==> config.mk <==
export PLATFORM = sky130hd
export DESIGN_NAME = txstat_stack
export DESIGN_NICKNAME = d
export VERILOG_FILES = /design/src/rtl/txs_pkg.sv /design/src/rtl/txs_fmt.sv /design/src/rtl/txs_store.sv /design/src/rtl/txs_ctrl.sv /design/src/rtl/txstat_stack.sv
export SDC_FILE = /design/constraint.sdc
export NUM_CORES = 1
export LEC_CHECK = 0
export BUFFER_PORTS_ARGS = -buffer_cell sky130_fd_sc_hd__buf_2
export CAP_MARGIN = 10
export CORE_AREA = 5 5 74 69
export CTS_CLUSTER_DIAMETER = 40
export DETAILED_ROUTE_END_ITERATION = 6
export DIE_AREA = 0 0 79 74
export GPL_ROUTABILITY_DRIVEN = 0
export PLACE_DENSITY = 0.67
export SYNTH_ARGS = -nofsm -noshare
export SYNTH_HDL_FRONTEND = slang
export SYNTH_SLANG_ARGS = --single-unit
==> constraint.sdc <==
create_clock -name clk_i -period 2.78 [get_ports clk_i]
set_input_delay 0.556 -clock clk_i [delete_from_list [all_inputs] [get_ports clk_i]]
set_output_delay 0.556 -clock clk_i [all_outputs]
set_load 0.01 [all_outputs]
==> src/rtl/txs_pkg.sv <==
package txs_pkg;
  typedef struct packed {
    logic int_req;
    logic jabber;
    logic underrun;
    logic max_coll;
    logic lost;
  } txs_rec_t;

  function automatic logic [7:0] txs_byte(input txs_rec_t r, input logic valid);
    if (!valid) return 8'h00;
    return {1'b1, r.int_req, r.jabber, r.underrun, r.max_coll, r.lost, 2'b00};
  endfunction
endpackage

==> src/rtl/txs_fmt.sv <==
module txs_fmt
  import txs_pkg::*;
(
  input  logic     done_i,
  input  logic     int_req_i,
  input  logic     jabber_i,
  input  logic     underrun_i,
  input  logic     max_coll_i,
  output logic     qual_o,
  output logic     fatal_o,
  output txs_rec_t rec_o
);
  logic any_err;

  always_comb begin
    any_err       = jabber_i | underrun_i | max_coll_i;
    qual_o        = done_i & (int_req_i | any_err);
    fatal_o       = qual_o & (jabber_i | underrun_i);
    rec_o.int_req  = int_req_i;
    rec_o.jabber   = jabber_i;
    rec_o.underrun = underrun_i;
    rec_o.max_coll = max_coll_i;
    rec_o.lost     = 1'b0;
  end
endmodule

==> src/rtl/txs_store.sv <==
module txs_store
  import txs_pkg::*;
#(
  parameter int DEPTH = 4
) (
  input  logic     clk_i,
  input  logic     rst_ni,
  input  logic     clear_i,
  input  logic     push_i,
  input  txs_rec_t rec_i,
  input  logic     pop_i,
  output txs_rec_t top_o,
  output logic     valid_o
);
  localparam int PTR_W = (DEPTH > 1) ? $clog2(DEPTH) : 1;
  localparam int CNT_W = $clog2(DEPTH + 1);
  localparam logic [PTR_W-1:0] LAST = PTR_W'(DEPTH - 1);
  localparam logic [CNT_W-1:0] FULL = CNT_W'(DEPTH);

  txs_rec_t         mem [DEPTH];
  logic [PTR_W-1:0] head_q, tail_q;
  logic [CNT_W-1:0] cnt_q;
  logic             do_pop, do_push, drop;

  function automatic logic [PTR_W-1:0] nxt(input logic [PTR_W-1:0] p);
    return (p == LAST) ? '0 : p + 1'b1;
  endfunction

  always_comb begin
    do_pop  = pop_i & (cnt_q != '0);
    do_push = push_i & ((cnt_q != FULL) | do_pop);
    drop    = push_i & ~do_push;
    valid_o = (cnt_q != '0);
    top_o   = mem[head_q];
  end

  always_ff @(posedge clk_i or negedge rst_ni) begin
    if (!rst_ni) begin
      head_q <= '0;
      tail_q <= '0;
      cnt_q  <= '0;
      for (int i = 0; i < DEPTH; i++) mem[i] <= '0;
    end else if (clear_i) begin
      head_q <= '0;
      tail_q <= '0;
      cnt_q  <= '0;
    end else begin
      if (do_push) begin
        mem[tail_q] <= rec_i;
        tail_q      <= nxt(tail_q);
      end
      // full without a departure: the visible entry records the loss
      if (drop) mem[head_q].lost <= 1'b1;
      if (do_pop) head_q <= nxt(head_q);
      case ({do_push, do_pop})
        2'b10:   cnt_q <= cnt_q + 1'b1;
        2'b01:   cnt_q <= cnt_q - 1'b1;
        default: cnt_q <= cnt_q;
      endcase
    end
  end
endmodule

==> src/rtl/txs_ctrl.sv <==
module txs_ctrl (
  input  logic clk_i,
  input  logic rst_ni,
  input  logic clear_i,
  input  logic qual_i,
  input  logic fatal_i,
  input  logic overrun_i,
  output logic evt_o,
  output logic halt_o,
  output logic fail_o
);
  always_ff @(posedge clk_i or negedge rst_ni) begin
    if (!rst_ni) begin
      evt_o  <= 1'b0;
      halt_o <= 1'b0;
      fail_o <= 1'b0;
    end else if (clear_i) begin
      evt_o  <= 1'b0;
      halt_o <= 1'b0;
      fail_o <= 1'b0;
    end else begin
      evt_o  <= qual_i;
      halt_o <= halt_o | fatal_i | overrun_i;
      fail_o <= fail_o | overrun_i;
    end
  end
endmodule

==> src/rtl/txstat_stack.sv <==
module txstat_stack
  import txs_pkg::*;
#(
  parameter int DEPTH = 4
) (
  input  logic       clk_i,
  input  logic       rst_ni,
  input  logic       done_i,
  input  logic       done_int_req_i,
  input  logic       done_jabber_i,
  input  logic       done_underrun_i,
  input  logic       done_max_coll_i,
  input  logic       tx_overrun_i,
  input  logic       host_wr_i,
  input  logic       tx_reset_i,
  input  logic       global_reset_i,
  output logic [7:0] status_o,
  output logic       tx_complete_o,
  output logic       tx_halt_o,
  output logic       adapter_fail_o
);
  logic     clear, qual, fatal, top_valid;
  txs_rec_t new_rec, top_rec;

  assign clear = tx_reset_i | global_reset_i;

  txs_fmt u_fmt (
    .done_i    (done_i),
    .int_req_i (done_int_req_i),
    .jabber_i  (done_jabber_i),
    .underrun_i(done_underrun_i),
    .max_coll_i(done_max_coll_i),
    .qual_o    (qual),
    .fatal_o   (fatal),
    .rec_o     (new_rec)
  );

  txs_store #(.DEPTH(DEPTH)) u_store (
    .clk_i  (clk_i),
    .rst_ni (rst_ni),
    .clear_i(clear),
    .push_i (qual),
    .rec_i  (new_rec),
    .pop_i  (host_wr_i),
    .top_o  (top_rec),
    .valid_o(top_valid)
  );

  txs_ctrl u_ctrl (
    .clk_i    (clk_i),
    .rst_ni   (rst_ni),
    .clear_i  (clear),
    .qual_i   (qual),
    .fatal_i  (fatal),
    .overrun_i(tx_overrun_i),
    .evt_o    (tx_complete_o),
    .halt_o   (tx_halt_o),
    .fail_o   (adapter_fail_o)
  );

  assign status_o = txs_byte(top_rec, top_valid);
endmodule

# [Word-level counts from Yosys, hierarchy flattened]
# Cells that the tools add are included.
# Widths: inputs -> output; s select.
[op_classes] add_sub_neg=4 magnitude_cmp=4 n_eq_ne=5 mux=24 bitwise_logic=16 reduce_logical=6
[ops] cell="$mux 20" count=3
[ops] cell="$bwmux 20" count=2
[ops] cell="$demux 5 s2" count=2
[ops] cell="$mux 5" count=3
[ops] cell="$mux 2" count=6
[ops] cell="$bmux 5 s2" count=1
[ops] cell="$mux 8" count=1
[ops] cell="$or 1x1->1" count=8
[ops] cell="$eq 2x2->1 const B" count=3
[ops] cell="$ge 3x3->1 const B" count=2
[ops] cell="$lt 3x1->1 const B" count=2
[ops] cell="$not 2->3" count=2
[ops] cell="$pmux 3 s2" count=1
[ops] cell="$reduce_bool 3->1" count=2
[ops] cell="$and 1x1->1" count=5
[ops] cell="$add 2x1->2 const B" count=2
[ops] cell="$mux 1" count=4
[ops] cell="$reduce_bool 2->1" count=2
[ops] cell="$add 3x1->3 const B" count=1
[ops] cell="$mux 3" count=1
[ops] cell="$ne 3x3->1 const B" count=1
[ops] cell="$sub 3x1->3 const B" count=1
[ops] cell="$eq 2x1->1 const B" count=1
[ops] cell="$logic_and 1x1->1" count=2
[ops] cell="$not 1->1" count=1
[totals] reg_bits=30 inputBits=11 out_inout_bits=11 wordCells=85

# [Longest topological paths before layout]
[depth] ltp_word=10 depth_mapped=8 mapped_depth_nobuf=7

# [Hierarchy]
# Synthesis repeated with hierarchy kept, for this count alone.
[hier_totals] cells_unflattened=157 hier_area_um2=1799.2
[by_module_without_submodules] mod="txs_store" n_inst=1 cells_each=131 area_per_inst_um2=1577.8
[by_module_without_submodules] mod="txs_ctrl" n_inst=1 cells_each=8 area_per_inst_um2=97.6
[by_module_without_submodules] mod="txstat_stack" n_inst=1 cells_each=10 area_per_inst_um2=63.8
[by_module_without_submodules] mod="txs_fmt" n_inst=1 cells_each=8 area_per_inst_um2=60.1

# [Worst setup path before layout]
# No wires, ideal clock.
[synth_timing] path_type="reg2reg" startpoint="register u_store.cnt_q[0]" endpoint="register u_store.cnt_q[2]" arrival_ps=2300 t_required_ps=2698 path_slack_ps=398 stages_incl_launch_ff=9 cell_sequence="dfrtp_1 -> or3_1 -> clkbuf_1 -> nand2_1 -> nor2_1 -> fa_1 -> or4_1 -> o31a_1 -> a31oi_1"
[synth_between] elab_chain_len=7 word_cells_on_any_way=12 cone_classes="2 x add/sub; 3 x eq/ne; 2 x mux; 3 x bitwise; 2 x reduce/logical"
[synth_lines] element="from (decl)" line_no="txs_store.sv:22" source="logic [CNT_W-1:0] cnt_q;"
[synth_lines] element="from (signal assigned)" line_no="txs_store.sv:56" source="2'b10: cnt_q <= cnt_q + 1'b1;"
[synth_lines] element="from (signal assigned)" line_no="txs_store.sv:57" source="2'b01: cnt_q <= cnt_q - 1'b1;"
[synth_lines] element="from (signal assigned)" line_no="txs_store.sv:58" source="default: cnt_q <= cnt_q;"
[synth_lines] element="$reduce_bool 3->1 *"
[synth_lines] element="named net top_valid" line_no="txstat_stack.sv:22" source="logic clear, qual, fatal, top_valid;"
[synth_lines] element="$and 1x1->1 *" line_no="txs_store.sv:30" source="do_pop = pop_i & (cnt_q != '0);"
[synth_lines] element="$or 1x1->1" line_no="txs_store.sv:31" source="do_push = push_i & ((cnt_q != FULL) | do_pop);"
[synth_lines] element="$and 1x1->1" line_no="txs_store.sv:31"
[synth_lines] element="$eq 2x1->1 / $eq 2x2->1 (equally long branches)" line_no="txs_store.sv:55" source="case ({do_push, do_pop})"
[synth_lines] element="$pmux 3 s2" line_no="txs_store.sv:55"
[synth_lines] element="$mux 3" line_no="txs_store.sv:43" source="end else if (clear_i) begin"
# Mark *: on every way through the listed nets, which the timed path passes. The rest lies on a longest branch.
# A chain may end at the register's enable or synchronous reset.

# [Worst setup path after layout]
[layout_timing] startpoint="register u_store.cnt_q[0]" endpoint="register u_store.cnt_q[2]"
[layout_between] elab_chain_len=7 word_cells_on_any_way=12 cone_classes="2 x add/sub; 3 x eq/ne; 2 x mux; 3 x bitwise; 2 x reduce/logical"
[layout_lines] element="$reduce_bool 3->1" line_no="txs_store.sv:30"
[layout_lines] element="$and 1x1->1" line_no="txs_store.sv:30"
[layout_lines] element="$or 1x1->1" line_no="txs_store.sv:31"
[layout_lines] element="$and 1x1->1" line_no="txs_store.sv:31"
[layout_lines] element="$eq 2x1->1 / $eq 2x2->1 (equally long branches)" line_no="txs_store.sv:55"
[layout_lines] element="$pmux 3 s2" line_no="txs_store.sv:55"
[layout_lines] element="$mux 3" line_no="txs_store.sv:43"
# Parallel ways exist; a longest one is shown, timed or not.

==> reports/metrics.cfg <==
[run_status]
status=finished clean

[grt]
use_met3_pct=2.42
grt_usage_pct=13.2
grt_max_degree=31
grt_pass1_vias=1265
grt_overflow=0
grt_busiest_layer=met2
grt_antenna_before_repair=0
met2_usage_pct=21.8
grt_pass1_wl_um=5910
met1_usage_pct=16.1

[worst_setup_path]
max_stage_delay_ps=550
cp_num_buf_inv=0
setup.worst_path.class=reg -> reg
startpoint_type=flip-flop
r2r-start=u_store.cnt_q[0]$_DFFE_PN0P_
crit_start=u_store.cnt_q[0]$_DFFE_PN0P_
cp_max_fo=9
crit_chain=or3_1 > nand2_1 > nor2_1 > fa_1 > or4_1 > o31a_1 > a31oi_1
critical-path-top-delay-family=simple AND/OR/NAND/NOR gates
critPathArrivalTime_ps=2800
critPathSlowestCell=or4_1
end_kind=flip-flop
worstPathRequired_ps=2990

[clock_tree]
cts_hold_buf=0
clk_pin_slew_ps=60
cts_root_buf=clkbuf_8
cts-resized-gates=0
cts_tree=yes
cts_max_level=2
clk_latency_ps=280
clock_path_buffers=2
clock_sinks=30
cts_setup_buffers=0
cts-buffers-inserted=5

[final_layout]
area_delta_synth_final_pct=13.8
fin_nets=181
num_antenna_cells=0
layoutNonFillerInstCount=212
drive_above_1_share_pct=24.1
final_cell_area_um2=1860

[timing]
fin_worst_skew_ps=2.81
fmax_mhz=385
fin_crit_sh_pct=93.5
max_slew.worst_pin.slew_ps=663
hold_violations=0
drv_slew=0
tns_ps=0
rsz0062_at_grt=no
worst_slack_ps=182
period_needed_ps=2600
slew_headroom_pct=55.8
setup_violations=0

[logic_synthesis]
synth_top_area_cell=dfrtp_1
synth_most_common_cell=dfrtp_1
avgSynthCellArea_um2=11.5
synthTopCellsByCount=30 x dfrtp_1, 15 x a21oi_1, 14 x mux2_1
synth_cells=142
synth_edf_count=0
async_flop_share_pct=100
synth-seq-cells=30
synth.distinct_cells=34
synthFlopType=dfrtp_1
yosysSeqAreaShare_pct=45.9
syn-cell-area_um2=1640
yosysWarningCount=0
synth_top_cell_area_share_pct=45.9
ys_top_cells_by_area=dfrtp_1 46%, mux2_1 9.6%, mux4_2 6.9%

[route]
drt_iter0_drc=18
route.antenna.remaining_nets=0
totalWireLength_um=3380
drt-vias-per-instance=5.42
dr.pass1.iters=4
drc=0
wire_per_inst_um=15.9
vias=1150

[die]
die_y_um=74
pin_count=22
row_count=23
start_util_pct=38.2
core_area_um2=4290
die_width_um=79
dieArea_um2=5850

[flow_run]
drv_cap=0

[power]
powerDensity_nw_per_um2=545
clkPwrFrac_pct=40.3
ir_worst_vdd_uv=310
pwr-share-comb_pct=11.6
p_leak_nw=0.861
power_w=0.00102
intPower_w=0.000776
switching_share_pct=23.6
p_seq_share_pct=48.1
switchingPower_w=0.000239

[place]
port_buffers=19
placed_cell_area_um2=1750
dp_cells=204
dp_slack_ps=203
dp_hpwl_um=2470

[worst_hold_path]
worstHoldPathType=in -> async

[worst register-to-register path, stage by stage, from the launching register on]
cell     delay [ps]
dfrtp_1         490
or3_1           530
nand2_1         170
nor2_1           70
fa_1            430
or4_1           550
o31a_1          120
a31oi_1         160
[metrics by stage]
stage	hold WS, ps	utilization, %
2_1_floorplan	260	-
3_3_place_gp	468	40.9
3_5_place_dp	478	40.9
4_1_cts	319	43.4
5_1_grt	359	43.4
6_report	304	43.4
[cell families (layout without fill, tap and decap cells)]
kind of cell / Yosys count / count (layout) / synth area share [%]
AND/OR/NAND/NOR: 37 / 37 / 11.9
flip-flops: 30 / 30 / 45.9
AO/OA/AOI/OAI: 29 / 29 / 11.5
multiplexers: 21 / 21 / 17.9
buffers and inverters: 13 / 32 / 4.13
adder cells (fa/ha/maj): 9 / 9 / 7.34
XOR/XNOR: 2 / 2 / 1.07
other: 1 / 2 / 0.229
[metal layers]
metal	up-vias	part of all wire (%)
li1	537	-
met1	576	44
met2	31	49
met3	6	5.2
met4	0	1.7
met5	-	0
[final cells by class]
cell class / instances / area (um^2)
timing repair buffer: 20 / 103
sequential: 30 / 751
fill: 409 / 2420
tap: 50 / 62.6
inverter: 4 / 15.0
clock buffer: 8 / 110
multi-input combinational: 100 / 822
[cell usage in the layout, fill, tap and decap left out, types with 2 or more instances in the layout]
cell type   n
ha_1        8
clkbuf_8    8
inv_1       4
dfrtp_1    30
nor2_1      9
xnor2_1     2
conb_1      2
nand2_1    11
a31oi_1     2
buf_2      19
mux2_2      2
a21oi_1    15
mux2_1     14
o21ai_0     6
nand3_1     2
and2_1      5
or3_1       2
mux4_2      5
[power groups by stage]
stage | clock [W] | sequential (W) | combinational, W
global route | 0.000445 | 0.000493 | 0.000133
global placement | 0 | 0.000494 | 0.000114
detailed placement | 0 | 0.000497 | 0.000120
CTS | 0.000421 | 0.000489 | 0.000120
finish | 0.000409 | 0.000489 | 0.000118
floorplan | 0 | 0.000491 | 0.0000811
[worst paths after layout]
check | end | slack, ps | cells past startpoint
max | u_store.cnt_q[2]$_DFFE_PN0P_ | 180 | 7
min reg2reg | flip-flop | 490 | 1
max reg2reg | u_store.cnt_q[2]$_DFFE_PN0P_ | 180 | 7
min | async pin | 300 | 1
min in group clk_i | flip-flop | 490 | 1
max in group asynchronous | async pin | 2050 | 1
(Power assumes the default switching activity.)
